$ cat src/rtl/jid_pkg.sv
package jid_pkg;
   typedef enum logic [1:0] {
      SQ_IDLE = 2'd0,
      SQ_TRST = 2'd1,
      SQ_RUN  = 2'd2
   } sq_state_t;
endpackage

$ cat src/rtl/jid_tick.sv
module jid_tick #(
   parameter int HALF_DIV = 4
) (
   input  logic clk,
   input  logic rst_n,
   input  logic en,
   output logic tick
);
   localparam int CW = (HALF_DIV > 1) ? $clog2(HALF_DIV) : 1;
   localparam logic [CW-1:0] LAST = CW'(HALF_DIV - 1);

   logic [CW-1:0] cnt;

   assign tick = en && (cnt == LAST);

   always_ff @(posedge clk or negedge rst_n) begin
      if (!rst_n)        cnt <= '0;
      else if (!en)      cnt <= '0;
      else if (cnt == LAST) cnt <= '0;
      else               cnt <= cnt + 1'b1;
   end
endmodule

$ cat src/rtl/jid_seq.sv
module jid_seq
   import jid_pkg::*;
#(
   parameter int              RESET_LEN = 5,
   parameter int              IR_W      = 4,
   parameter int              DR_W      = 32,
   parameter logic [IR_W-1:0] INSTR     = 4'h1
) (
   input  logic            clk,
   input  logic            rst_n,
   input  logic            start,
   input  logic            tick,
   input  logic            tdo,
   output logic            run_en,
   output logic            tck,
   output logic            tms,
   output logic            tdi,
   output logic            trst_n,
   output logic [DR_W-1:0] shreg,
   output logic            done,
   output logic            cap_pulse,
   output logic            err
);
   // rise index layout of one readout
   localparam int IR_S  = RESET_LEN + 5;
   localparam int IR_L  = IR_S + IR_W - 1;
   localparam int DR_S  = IR_L + 5;
   localparam int DR_L  = DR_S + DR_W - 1;
   localparam int NRISE = DR_L + 6;
   localparam int RW    = $clog2(NRISE + 1);

   sq_state_t     st;
   logic [RW-1:0] rcnt;
   logic          trst_half;
   int            rc;

   function automatic logic tms_at(input int c);
      if (c < RESET_LEN)           return 1'b1;
      else if (c == RESET_LEN)     return 1'b0;
      else if (c <= RESET_LEN + 2) return 1'b1;
      else if (c < IR_L)           return 1'b0;
      else if (c <= IR_L + 2)      return 1'b1;
      else if (c < DR_L)           return 1'b0;
      else                         return 1'b1;
   endfunction

   function automatic logic tdi_at(input int c);
      logic [IR_W-1:0] sh;
      if (c < IR_S || c > IR_L) return 1'b0;
      sh = INSTR >> (c - IR_S);
      return sh[0];
   endfunction

   assign rc     = int'(rcnt);
   assign run_en = (st != SQ_IDLE);

   always_ff @(posedge clk or negedge rst_n) begin
      if (!rst_n) begin
         st        <= SQ_IDLE;
         rcnt      <= '0;
         trst_half <= 1'b0;
         tck       <= 1'b0;
         tms       <= 1'b1;
         tdi       <= 1'b0;
         trst_n    <= 1'b1;
         shreg     <= '0;
         done      <= 1'b0;
         cap_pulse <= 1'b0;
      end else begin
         cap_pulse <= 1'b0;
         case (st)
            SQ_IDLE: if (start) begin
               st        <= SQ_TRST;
               trst_n    <= 1'b0;
               trst_half <= 1'b0;
               rcnt      <= '0;
               tms       <= 1'b1;
               shreg     <= '0;
               done      <= 1'b0;
            end
            SQ_TRST: if (tick) begin
               trst_half <= 1'b1;
               if (trst_half) begin
                  trst_n <= 1'b1;
                  st     <= SQ_RUN;
               end
            end
            SQ_RUN: if (tick) begin
               if (!tck) begin
                  tck  <= 1'b1;
                  tms  <= tms_at(rc);
                  tdi  <= tdi_at(rc);
                  rcnt <= rcnt + 1'b1;
               end else begin
                  tck <= 1'b0;
                  if (rc >= DR_S + 1 && rc <= DR_L + 1)
                     shreg <= {tdo, shreg[DR_W-1:1]};
                  if (rc == DR_L + 1) begin
                     done      <= 1'b1;
                     cap_pulse <= 1'b1;
                  end
                  if (rc == NRISE) st <= SQ_IDLE;
               end
            end
            default: st <= SQ_IDLE;
         endcase
      end
   end

   always_ff @(posedge clk or negedge rst_n) begin
      if (!rst_n)                      err <= 1'b0;
      else if (cap_pulse && !shreg[0]) err <= 1'b1;
   end

   p_tck_low_idle_r2: assert property (@(posedge clk) disable iff (!rst_n)
      (st != SQ_RUN) |-> !tck);
   p_tck_on_tick_r2: assert property (@(posedge clk) disable iff (!rst_n)
      (st == SQ_RUN && !tick) |=> $stable(tck));
   p_trst_quiet_r3: assert property (@(posedge clk) disable iff (!rst_n)
      !trst_n |-> !tck);
   p_tms_on_rise_r4: assert property (@(posedge clk) disable iff (!rst_n)
      !$stable(tms) |-> $rose(tck));
   p_shift_on_fall_r6: assert property (@(posedge clk) disable iff (!rst_n)
      (st == SQ_RUN && !$stable(shreg)) |-> $fell(tck));
   p_err_sticky_r8: assert property (@(posedge clk) disable iff (!rst_n)
      err |=> err);
   p_busy_start_r9: assert property (@(posedge clk) disable iff (!rst_n)
      (st == SQ_RUN && start) |=> (st != SQ_TRST));
endmodule

$ cat src/rtl/jid_pager.sv
module jid_pager #(
   parameter int         DR_W        = 32,
   parameter int         HOLD_CYCLES = 50_000_000,
   parameter logic [7:0] IDLE_BYTE   = 8'h00,
   parameter bit         MSB_FIRST   = 1'b1
) (
   input  logic            clk,
   input  logic            rst_n,
   input  logic            load,
   input  logic [DR_W-1:0] word,
   output logic [7:0]      disp
);
   localparam int NB    = DR_W / 8;
   localparam int IW    = $clog2(NB);
   localparam int HW    = $clog2(HOLD_CYCLES);
   localparam int FIRST = MSB_FIRST ? NB - 1 : 0;

   logic [DR_W-1:0] wreg;
   logic            active;
   logic [IW-1:0]   idx;
   logic [IW-1:0]   sel;
   logic [HW-1:0]   hcnt;

   generate
      if (MSB_FIRST) begin : g_msb
         assign sel = IW'(NB - 1) - idx;
      end else begin : g_lsb
         assign sel = idx;
      end
   endgenerate

   assign disp = active ? wreg[{sel, 3'b000} +: 8] : IDLE_BYTE;

   always_ff @(posedge clk or negedge rst_n) begin
      if (!rst_n) begin
         wreg   <= '0;
         active <= 1'b0;
         idx    <= '0;
         hcnt   <= '0;
      end else if (load) begin
         wreg   <= word;
         active <= 1'b1;
         idx    <= '0;
         hcnt   <= '0;
      end else if (active) begin
         if (hcnt == HW'(HOLD_CYCLES - 1)) begin
            hcnt <= '0;
            if (idx == IW'(NB - 1)) active <= 1'b0;
            else                    idx    <= idx + 1'b1;
         end else begin
            hcnt <= hcnt + 1'b1;
         end
      end
   end

   p_first_byte_r10: assert property (@(posedge clk) disable iff (!rst_n)
      load |=> (disp == $past(word[FIRST*8 +: 8])));
   p_hold_steady_r10: assert property (@(posedge clk) disable iff (!rst_n)
      (active && !load && hcnt != HW'(HOLD_CYCLES - 1)) |=> $stable(disp));
endmodule

$ cat src/rtl/jtag_id_reader.sv
module jtag_id_reader #(
   parameter int         HALF_DIV    = 4,
   parameter int         HOLD_CYCLES = 50_000_000,
   parameter logic [7:0] IDLE_BYTE   = 8'h00,
   parameter bit         MSB_FIRST   = 1'b1
) (
   input  logic        clk,
   input  logic        rst_n,
   input  logic        start,
   input  logic        tdo,
   output logic        tck,
   output logic        tms,
   output logic        tdi,
   output logic        trst_n,
   output logic [31:0] id_word,
   output logic        done,
   output logic        err,
   output logic [7:0]  disp
);
   localparam int              DR_W      = 32;
   localparam int              IR_W      = 4;
   localparam int              RESET_LEN = 5;
   localparam logic [IR_W-1:0] INSTR     = 4'h1;

   generate
      if (HALF_DIV < 1) begin : g_bad_div
         $error("HALF_DIV must be at least 1");
      end
      if (HOLD_CYCLES < 2) begin : g_bad_hold
         $error("HOLD_CYCLES must be at least 2");
      end
      if (DR_W % 8 != 0) begin : g_bad_width
         $error("word width must be whole bytes");
      end
   endgenerate

   logic run_en;
   logic tick;
   logic cap_pulse;

   jid_tick #(.HALF_DIV(HALF_DIV)) u_tick (
      .clk   (clk),
      .rst_n (rst_n),
      .en    (run_en),
      .tick  (tick)
   );

   jid_seq #(
      .RESET_LEN (RESET_LEN),
      .IR_W      (IR_W),
      .DR_W      (DR_W),
      .INSTR     (INSTR)
   ) u_seq (
      .clk       (clk),
      .rst_n     (rst_n),
      .start     (start),
      .tick      (tick),
      .tdo       (tdo),
      .run_en    (run_en),
      .tck       (tck),
      .tms       (tms),
      .tdi       (tdi),
      .trst_n    (trst_n),
      .shreg     (id_word),
      .done      (done),
      .cap_pulse (cap_pulse),
      .err       (err)
   );

   jid_pager #(
      .DR_W        (DR_W),
      .HOLD_CYCLES (HOLD_CYCLES),
      .IDLE_BYTE   (IDLE_BYTE),
      .MSB_FIRST   (MSB_FIRST)
   ) u_pager (
      .clk   (clk),
      .rst_n (rst_n),
      .load  (cap_pulse),
      .word  (id_word),
      .disp  (disp)
   );

   p_done_word_r7: assert property (@(posedge clk) disable iff (!rst_n)
      (done && !start) |=> $stable(id_word));
endmodule

$ cat config.mk
export PLATFORM = sky130hd
export DESIGN_NAME = jtag_id_reader
export DESIGN_NICKNAME = d
export VERILOG_FILES = /design/src/rtl/jid_pkg.sv /design/src/rtl/jid_tick.sv /design/src/rtl/jid_seq.sv /design/src/rtl/jid_pager.sv /design/src/rtl/jtag_id_reader.sv
export SDC_FILE = /design/constraint.sdc
export NUM_CORES = 1
export LEC_CHECK = 0
export BUFFER_PORTS_ARGS = -buffer_cell sky130_fd_sc_hd__clkbuf_2
export CAP_MARGIN = 20
export CORE_AREA = 2 2 101 103
export CTS_BUF_LIST = sky130_fd_sc_hd__clkbuf_16
export CTS_CLUSTER_SIZE = 28
export DETAILED_ROUTE_END_ITERATION = 10
export DIE_AREA = 0 0 103 105
export PLACE_DENSITY = 0.76
export SLEW_MARGIN = 10
export SYNTH_ARGS = -nofsm -noshare
export SYNTH_HDL_FRONTEND = slang
export SYNTH_HIERARCHICAL = 1
export SYNTH_SLANG_ARGS = --single-unit
$ cat constraint.sdc
create_clock -name clk -period 6.95 [get_ports clk]
set_input_delay 0.3475 -clock clk [delete_from_list [all_inputs] [get_ports clk]]
set_output_delay 0.3475 -clock clk [all_outputs]
set_load 0.005 [all_outputs]
# After elaboration in Yosys (flattened, before gate mapping)
# Cells that the tools add are included.
# totals
ff_bits	111
latchBits	0
ramBits	0
rom_bits	0
input_bits	4
out_inout_bits	46
wordCells	133
mem_count	0
# classes
addsub	6
n_mul	0
div_mod_pow	0
n_lt_le_gt_ge	9
n_eq_ne	18
n_shift	2
muxes	61
bitwise_logic	1
n_reduce_logical	20
# ops
operator	count
$mux W32	4
$mux W26	3
$pmux W32 S2	1
$shiftx A32 B6 Y8	1
$shr A1 B32 Y1 const A	1
$mux W1	31
$add A26 B1 Y26 const B	1
$eq A26 B26 Y1 const B	1
$mux W2	12
$mux W6	3
$eq A6 B5 Y1 const B	2
$lt A6 B4 Y1 const B	2
$pmux W6 S2	1
$ne A2 B1 Y1 const B	5
$ne A2 B2 Y1 const B	5
$reduce_and A5 Y1	2
$reduce_bool A2 Y1	5
$reduce_and A3 Y1	3
$mux W8	1
$pmux W1 S2	4
$reduce_and A4 Y1	2
$sub A6 B4 Y7 const B	1
$add A6 B1 Y6 const B	1
$eq A2 B2 Y1 const B	3
19 further kinds	22

# Longest topological paths before layout
# Gate-level depths: netlist of the first run.
# logic_depth
word_depth	10
mapped_depth	8
mapped_depth_nobuf	6

# Hierarchy
# Netlist of the first run, hierarchy kept.
# by_module_without_submodules
mod	instances	cells_each	area_per_inst_um2	seq_area_each_um2
jid_pager	1	258	3046.7	1526.5
jid_seq	1	171	2050.7	1203.7
jid_tick	1	6	88.8	50.0

# Least setup slack after synthesis of the first run
# OpenSTA, ideal clock, no wires.
# synth_path
path_type	reg2reg
startpoint	register u_seq.st[0]
endpoint	register u_seq.shreg[0]
setup_ns	0.066
t_arrival_ns	2.237
required_time_ns	6.884
path_slack_ns	4.647
stages_incl_launch_ff	9
n_path_buf	2
synth_period_minus_slack_ns	2.303
cell_sequence	dfrtp_1 clkbuf_1 or2_2 and2_2 nand4b_1 a221o_1 nor4b_4 buf_6 a22o_1
# synth_via
elab_chain_cells	4
elab_cells_between_ends	11
cone_classes	eq/ne (5); mux (1); reduce/logical (5)
# synth_lines
element	line_no	text
from (decl)	jid_seq.sv:32	sq_state_t st;
from (signal assigned)	jid_seq.sv:59	st <= SQ_IDLE;
from (signal assigned)	jid_seq.sv:73	st <= SQ_TRST;
from (signal assigned)	jid_seq.sv:85	st <= SQ_RUN;
$reduce_bool A2 Y1	jid_seq.sv:55	assign run_en = (st != SQ_IDLE);
via run_en	jtag_id_reader.sv:37	logic run_en;
$logic_and A1 B1 Y1	jid_tick.sv:14	assign tick = en && (cnt == LAST);
via tick	jtag_id_reader.sv:38	logic tick;
$ne A2 B2 Y1 (no source line)	-	
$reduce_and A5 Y1 (no source line)	-	
to (signal assigned)	jid_seq.sv:97	shreg <= {tdo, shreg[DR_W-1:1]};
to (decl)	jid_seq.sv:19	output logic [DR_W-1:0] shreg,
# The timed path passes the listed nets, and every way through them passes these cells.
# A chain may end at the register's enable or synchronous reset.

# Worst setup path in the final report of the first run
# layout_path
startpoint	register u_seq.cap_pulse
endpoint	register u_pager.hcnt[21]
# layout_via
elab_chain_cells	1
elab_cells_between_ends	2
cone_classes	mux (1); reduce/logical (1)
# layout_lines
element	line_no	text
from (decl)	jid_seq.sv:21	output logic cap_pulse,
from (signal assigned)	jid_seq.sv:68	cap_pulse <= 1'b0;
from (signal assigned)	jid_seq.sv:70	cap_pulse <= 1'b0;
from (signal assigned)	jid_seq.sv:100	cap_pulse <= 1'b1;
$mux W26 / $reduce_bool A2 Y1 (equally long branches)	-	
to (signal assigned)	jid_pager.sv:51	hcnt <= hcnt + 1'b1;
to (decl)	jid_pager.sv:22	logic [HW-1:0] hcnt;
# Parallel ways exist; a longest one is shown, timed or not.

==> results.md, run 1 <==
- Final Slew Violations: 0
- Power Dens Cells: 228 nW/µm²
- Number of synthesized flops with an enable pin: 0
- #FFs+latches synth: 111
- Pin count of the biggest net entering global routing: 78
- Met3 WL: 353 µm
- Post-detailed-route count of antenna-violating nets: 0
- Met1 wire length: 4780 µm
- Wire per inst: 17.1 µm
- # Max-Cap Violations: 0
- Port Buffers: 49
- Clk sinks: 111
- Post-Syn Area: 5190 µm²
- Hold Path Stages: 2
- Outcome: completed
- Critical Path RT: 7.16 ns
- Starting density of the core: 0.538
- Net count, final: 486
- Core Util, Final: 0.603
- R2R cell count: 5
- Area of the die: 10,800 µm²
- Fmax achieved: 0.392 GHz
- YS warnings: 6
- Drt drc: 0
- Setup TNS: 0 ns
- Setup violations, final: 0
- Switching power: 0.353 mW
- Htree depth: 3
- Clock Path Buffers: 2
- Clk root buf: clkbuf_16
- Clock Skew: 0.00586 ns
- Routed wl met2: 5230 µm
- Post-route cell area: 5810 µm²
- Initial DRT Pass Iterations: 4
- Post-synth net total: 446
- FF-to-FF End: u_pager/hcnt[21]
- Max layer used: met4
- Postcts setup bufs: 0
- CTS Buf Count: 9
- Hold WS: 0.236 ns
- Die Width: 103 µm
- ANT cells: 0
- Setup crit start kind: flip-flop
- Reg2reg start: u_seq/cap_pulse
- Vias: 3,614
- Initial antenna violation count: 0
- Ys flop type: dfrtp_1
- Placed Area: 5480 µm²
- Final hold vios: 0
- Final HPWL DP: 6940 µm
- Total gr overflow: 0
- Top-count cell post-synth: dfrtp_1
- Delay of the slowest cell on the worst path: 1.06 ns
- Rows: 36
- Final total power: 1.32 mW
- R2R Setup Slk: 4.40 ns
- CORE AREA: 9640 µm²
- Worst min-delay path class: in -> reg
- Leak: 2.72 nW
- Syn Area/Cell: 11.9 µm²
- First-pass GRT wire length: 17,500 µm
- Top post-synthesis cells by area: dfrtp_1 53%, mux2_2 6.9%, a22o_1 5.4%, mux4_2 3.5%, nor2_1 2.5%
- Vias in the first global route: 3,472
- Area leader, netlist: dfrtp_1
- Switching Share: 0.266
- Routed WL: 10,500 µm
- Tcrit/Tclk final: 0.367
- Critical Path AT: 2.76 ns
- CP endpoint kind: flip-flop
- Most frequent cell on the critical path: nor2_1
- Yosys top cell area share: 0.526
- Worst vdd ir: 0.000154 V
- Distinct cells, synth: 59
- Drt initial violations: 118
- Ys async rst share: 1.00
- Relative slew slack: 0.294
- Hold endpoint: u_seq/shreg[31]
- GPL Wtd Cong: 0.844
- Comb power frac: 0.083
- Die height: 105 µm
- Worst slew pin tran: 1.06 ns
- IO Count: 50
- Layout cells sized above 1: 0.260
- Register clock-pin slew on the reported worst setup and hold paths: 0.08 ns
- Crit-path slowest cell: dfrtp_2
- Clock power frac: 0.390
- Int Pwr: 0.971 mW
- Drt via density: 5.90
- WS Path Type: reg -> reg
- RSZ-0062 raised after global routing: false
- Cells after Synth: 435
- Fillers: 795
- Clk Latency, worst-skew pair: 0.35 ns
- Layout area overhead: 12.1%
- Flop pwr share: 0.527
- Crit-path cells: nor2_1, or4_1, nor3_1, xnor2_1, nor2_1
- Critical path peak fanout: 50
- Min-Delay Startpoint: tdo
- Seq/Total Area, Yosys: 0.536
- Most common library cells after synthesis: 109 x dfrtp_1, 34 x nor2_1, 32 x a22o_1, 32 x mux2_2, 25 x nand2_1
- TritonCTS clock tree: yes
- Overall global routing resource usage: 0.206
- Final min period: 2.55 ns
==> cells by family after synthesis <==
group / Yosys count / share of synthesized area
AOI/OAI and AO/OA: 77 / 0.113
xor gates and xnor gates: 18 / 0.0304
buffers and inverters: 33 / 0.0323
DFF: 111 / 0.536
and+or+nand+nor: 148 / 0.165
adders and majority gates: 7 / 0.0169
muxes: 41 / 0.106
==> worst max path at each step <==
stage	depth (start not counted)	to	slack [ns]	from
after floorplan	8	u_seq/shreg[0]	4.65	u_seq/st[0]
after global placement	6	u_seq/shreg[28]	4.29	u_seq/st[0]
after detailed placement	6	u_seq/shreg[19]	4.23	u_seq/st[0]
after CTS	6	u_seq/shreg[26]	4.22	u_seq/st[0]
after global routing	5	u_pager/hcnt[22]	4.17	u_seq/cap_pulse
final	5	u_pager/hcnt[21]	4.40	u_seq/cap_pulse
==> flip-flops by register name (all words and copies together), names as in the netlist, 2 cells and up <==
signal        flops
u_pager/hcnt     26
u_tick/cnt        2
u_seq/shreg      32
u_seq/st          2
u_seq/rcnt        6
u_pager/idx       2
u_pager/wreg     32
==> cell type report <==
class | count | area, µm² | area share
repair buffers | 53 | 288 | 0.0495
well taps | 133 | 166 | 0.0286
multi-input cells | 291 | 2240 | 0.385
clock buffers | 9 | 225 | 0.0387
inverters | 9 | 33.8 | 0.00581
flip-flops and latches | 111 | 2780 | 0.478
clock inverters | 7 | 81.3 | 0.0140
==> worst max-delay path, delay by kind of cell (launching register included) <==
| kind | cells | cell delay (ns) |
|---|---|---|
| AND/OR/NAND/NOR | 4 | 1.18 |
| XOR/XNOR | 1 | 0.16 |
| flip-flops | 1 | 1.06 |
==> routing by layer <==
layer,global-route usage,up-vias
met1,0.301,1850
met5,0,-
li1,-,1679
met3,0.0328,11
met2,0.317,74
met4,0.0620,0
==> placed cells by master, fill, tap and decap left out, types with 3 or more instances in the layout <==
cell / instances
dfrtp_1: 108
clkbuf_2: 48
nor2_1: 34
mux2_2: 32
a22o_1: 32
nand2_1: 25
nand3_1: 15
nand4_1: 12
xnor2_1: 11
o21ai_0: 11
a21oi_1: 11
and2_1: 10
clkbuf_16: 9
inv_1: 9
mux4_2: 8
or3_1: 8
nor3_1: 7
xor2_1: 7
ha_1: 7
nand2b_1: 6
or4_1: 4
nand3b_1: 4
buf_4: 3
a21o_1: 3
o211ai_1: 3
and4_1: 3
a41oi_1: 3
a311oi_1: 3
==> what timing repair did <==
item | CTS | global route
hold endpoints to repair | 32 | 0
setup endpoints to repair | 0 | 0
resized for setup | 0 | 0
hold buffers | 1 | 0
==> power by group through the flow <==
| stage | clock (mW) | sequential, mW | combinational, mW |
|---|---|---|---|
| 2_1_floorplan | 0 | 0.698 | 0.0800 |
| 3_3_place_gp | 0 | 0.708 | 0.103 |
| 3_5_place_dp | 0 | 0.710 | 0.105 |
| 4_1_cts | 0.528 | 0.697 | 0.106 |
| 5_1_grt | 0.556 | 0.702 | 0.125 |
| 6_report | 0.516 | 0.697 | 0.110 |
==> metrics by stage <==
stage / cells / setup slack (ns)
after floorplan: 435 / 4.65
final: 613 / 4.40
after global placement: 595 / 4.29
after CTS: 612 / 4.22
after detailed placement: 595 / 4.23
after global routing: 613 / 4.17
(Power assumes the default switching activity.)
==> inputs of run 2 (changes only) <==
CORE_AREA = 2 2 102 104   (was 2 2 101 103)
DIE_AREA = 0 0 104 106   (was 0 0 103 105)
PLACE_DENSITY = 0.78   (was 0.76)
clock period = 2.3 ns   (was 6.95 ns; I/O delays follow)
==> run 2 against run 1 <==
  * Power grew to 3.0 times the previous value
  * Combinational power rose to 3.5 times the previous value
  * Register-to-register slack worse by 4.3 ns
  * Die area grew 1.9%
  * Clock power grew to 3.0 times the previous value
  * Largest cell class unchanged
  * Design area grew 2.8%
  * Global-route usage shrank 0.54 points
  * Final cell count is 2.9% higher
  * Utilization shrank 0.52 points
  * Critical path type unchanged
  * Clock-buffer cell count unchanged
  * Critical endpoint is now u_pager/hcnt[0]
  * Sequential share of layout area decreased by 1.3 points
==> results.md, run 2 (synthesis results as in run 1) <==
- Outcome: completed
- CTS Buf Count: 9 (unchanged)
- Initial DRT Pass Iterations: 4 (unchanged)
- Layout cells sized above 1: 0.285 (+0.0244)
- Final min period: 2.25 ns (-0.305 ns)
- Relative slew slack: 0.623 (+0.328)
- Starting density of the core: 0.519 (-0.0194)
- Final Slew Violations: 0 (unchanged)
- Clock Skew: 0.0124 ns (+0.00649 ns)
- Leak: 2.80 nW (+3.0%)
- Critical Path RT: 2.53 ns (-4.63 ns)
- Rows: 37 (+2.8%)
- TritonCTS clock tree: yes
- Fmax achieved: 0.445 GHz (+14%)
- Commonest non-fill, non-tap cells in the layout: 108 x dfrtp_1, 48 x clkbuf_2, 34 x nor2_1
- Clk Latency, worst-skew pair: 0.35 ns (about the same)
- Hold endpoint: u_seq/st[0]
- Vias: 3,605 (-0.25%)
- Port Buffers: 49 (unchanged)
- Hold Path Stages: 3 (+1)
- R2R Setup Slk: 0.05 ns (-4.35 ns)
- Critical path peak fanout: 6 (-88%)
- FF-to-FF End: u_pager/hcnt[0]
- Initial antenna violation count: 0 (unchanged)
- ANT cells: 0 (unchanged)
- Wire per inst: 16.8 µm (-1.9%)
- Most common cell after layout, fill and taps aside: dfrtp_1
- IO Count: 50 (unchanged)
- Post-detailed-route count of antenna-violating nets: 0 (unchanged)
- Net count, final: 501 (+3.1%)
- Drt initial violations: 259 (+120%)
- CORE AREA: 10000 µm² (+3.7%)
- Worst vdd ir: 0.000524 V (+240%)
- Worst min-delay path class: in -> reg
- Setup violations, final: 0 (unchanged)
- Min-Delay Startpoint: start
- Register clock-pin slew on the reported worst setup and hold paths: 0.08 ns (about the same)
- Clk sinks: 111 (unchanged)
- Hold WS: 0.0542 ns (-0.182 ns)
- Worst slew pin tran: 0.566 ns (-0.493 ns)
- CP endpoint kind: flip-flop
- Clock Path Buffers: 2 (unchanged)
- Layout area overhead: 15.3%
- Routed WL: 10,600 µm (+1.0%)
- # Max-Cap Violations: 0 (unchanged)
- Die Width: 104 µm (+0.97%)
- Final hold vios: 0 (unchanged)
- Drt via density: 5.71 (-3.1%)
- Final HPWL DP: 7170 µm (+3.3%)
- First-pass GRT wire length: 17,900 µm (+1.9%)
- Tcrit/Tclk final: 0.978 (+0.611)
- Largest registers: u_pager/wreg (32), u_seq/shreg (32), u_pager/hcnt (26)
- Setup TNS: 0 ns (unchanged)
- Drt drc: 0 (unchanged)
- Postcts setup bufs: 0 (unchanged)
- Overall global routing resource usage: 0.200 (-0.00543)
- GPL Wtd Cong: 0.844 (about the same)
- Setup crit start kind: flip-flop
- RSZ-0062 raised after global routing: true
- Post-route cell area: 5980 µm² (+2.8%)
- R2R cell count: 5 (unchanged)
- Area of the die: 11,000 µm² (+1.9%)
- Placed Area: 5650 µm² (+3.0%)
- Pin count of the biggest net entering global routing: 53 (-32%)
- Crit path launch: u_pager/hcnt[16]
- Critical Path AT: 2.48 ns (-0.28 ns)
- WS Path Type: reg -> reg
- Clk root buf: clkbuf_16
- Total gr overflow: 0 (unchanged)
- Reg2reg start: u_pager/hcnt[16]
- Power Dens Cells: 670 nW/µm² (+190%)
- Vias in the first global route: 3,581 (+3.1%)
- Die height: 106 µm (+0.95%)
- Htree depth: 3 (unchanged)
==> run 2: worst max-delay path, stage by stage (launching register included) <==
cell and delay (ns):
dfrtp_1 0.38, or4_1 0.52, or4_4 0.58, or3_4 0.46, nand3b_1 0.12, a21oi_1 0.07
==> run 2: area by class of cell <==
| cell class | count | area, µm² |
|---|---|---|
| tap | 136 | 170 |
| clock inverter | 7 | 71.3 |
| multi-input combinational | 291 | 2250 |
| sequential | 111 | 2780 |
| fill | 817 | 4020 |
| inverter | 9 | 33.8 |
| clock buffer | 9 | 225 |
| timing repair buffer | 68 | 449 |
==> run 2: worst max path at each step <==
stage | to | slack, ns
6_report | u_pager/hcnt[0] | 0.05
3_3_place_gp | u_pager/hcnt[1] | 0.03
4_1_cts | u_pager/hcnt[14] | 0.05
2_1_floorplan | u_pager/hcnt[23] | 0.03
3_5_place_dp | u_pager/hcnt[0] | -0.005
5_1_grt | u_pager/hcnt[0] | 0.005
==> run 2: power breakdown <==
part	switching [mW]	total (mW)	internal, mW
clock	0.762	1.53	0.768
combinational	0.231	0.390	0.159
sequential	0.0679	2.09	2.02
total	1.06	4.01	2.95
==> run 2: layer usage <==
layer / global-route usage / vias up / wire, µm
li1: - / 1703 / -
met1: 0.276 / 1844 / 4930
met2: 0.324 / 52 / 5320
met3: 0.0343 / 6 / 271
met4: 0.0705 / 0 / 86
met5: 0 / - / 0
==> run 2: what timing repair did <==
action                     CTS  global route
gates resized for setup      1             2
hold buffers                 2             0
hold endpoints to repair    37             0
setup endpoints to repair    3            13
cloned                       0             0
==> run 2: stage by stage <==
step                utilization  worst slack [ns]  instances  power [mW]
floorplan                     -            0.0291        435        2.35
global placement          0.565            0.0266        613        2.49
detailed placement        0.565          -0.00485        613        2.51
CTS                       0.597            0.0509        631        4.04
global route              0.598           0.00526        631        4.18
finish                    0.598            0.0507        631        4.01
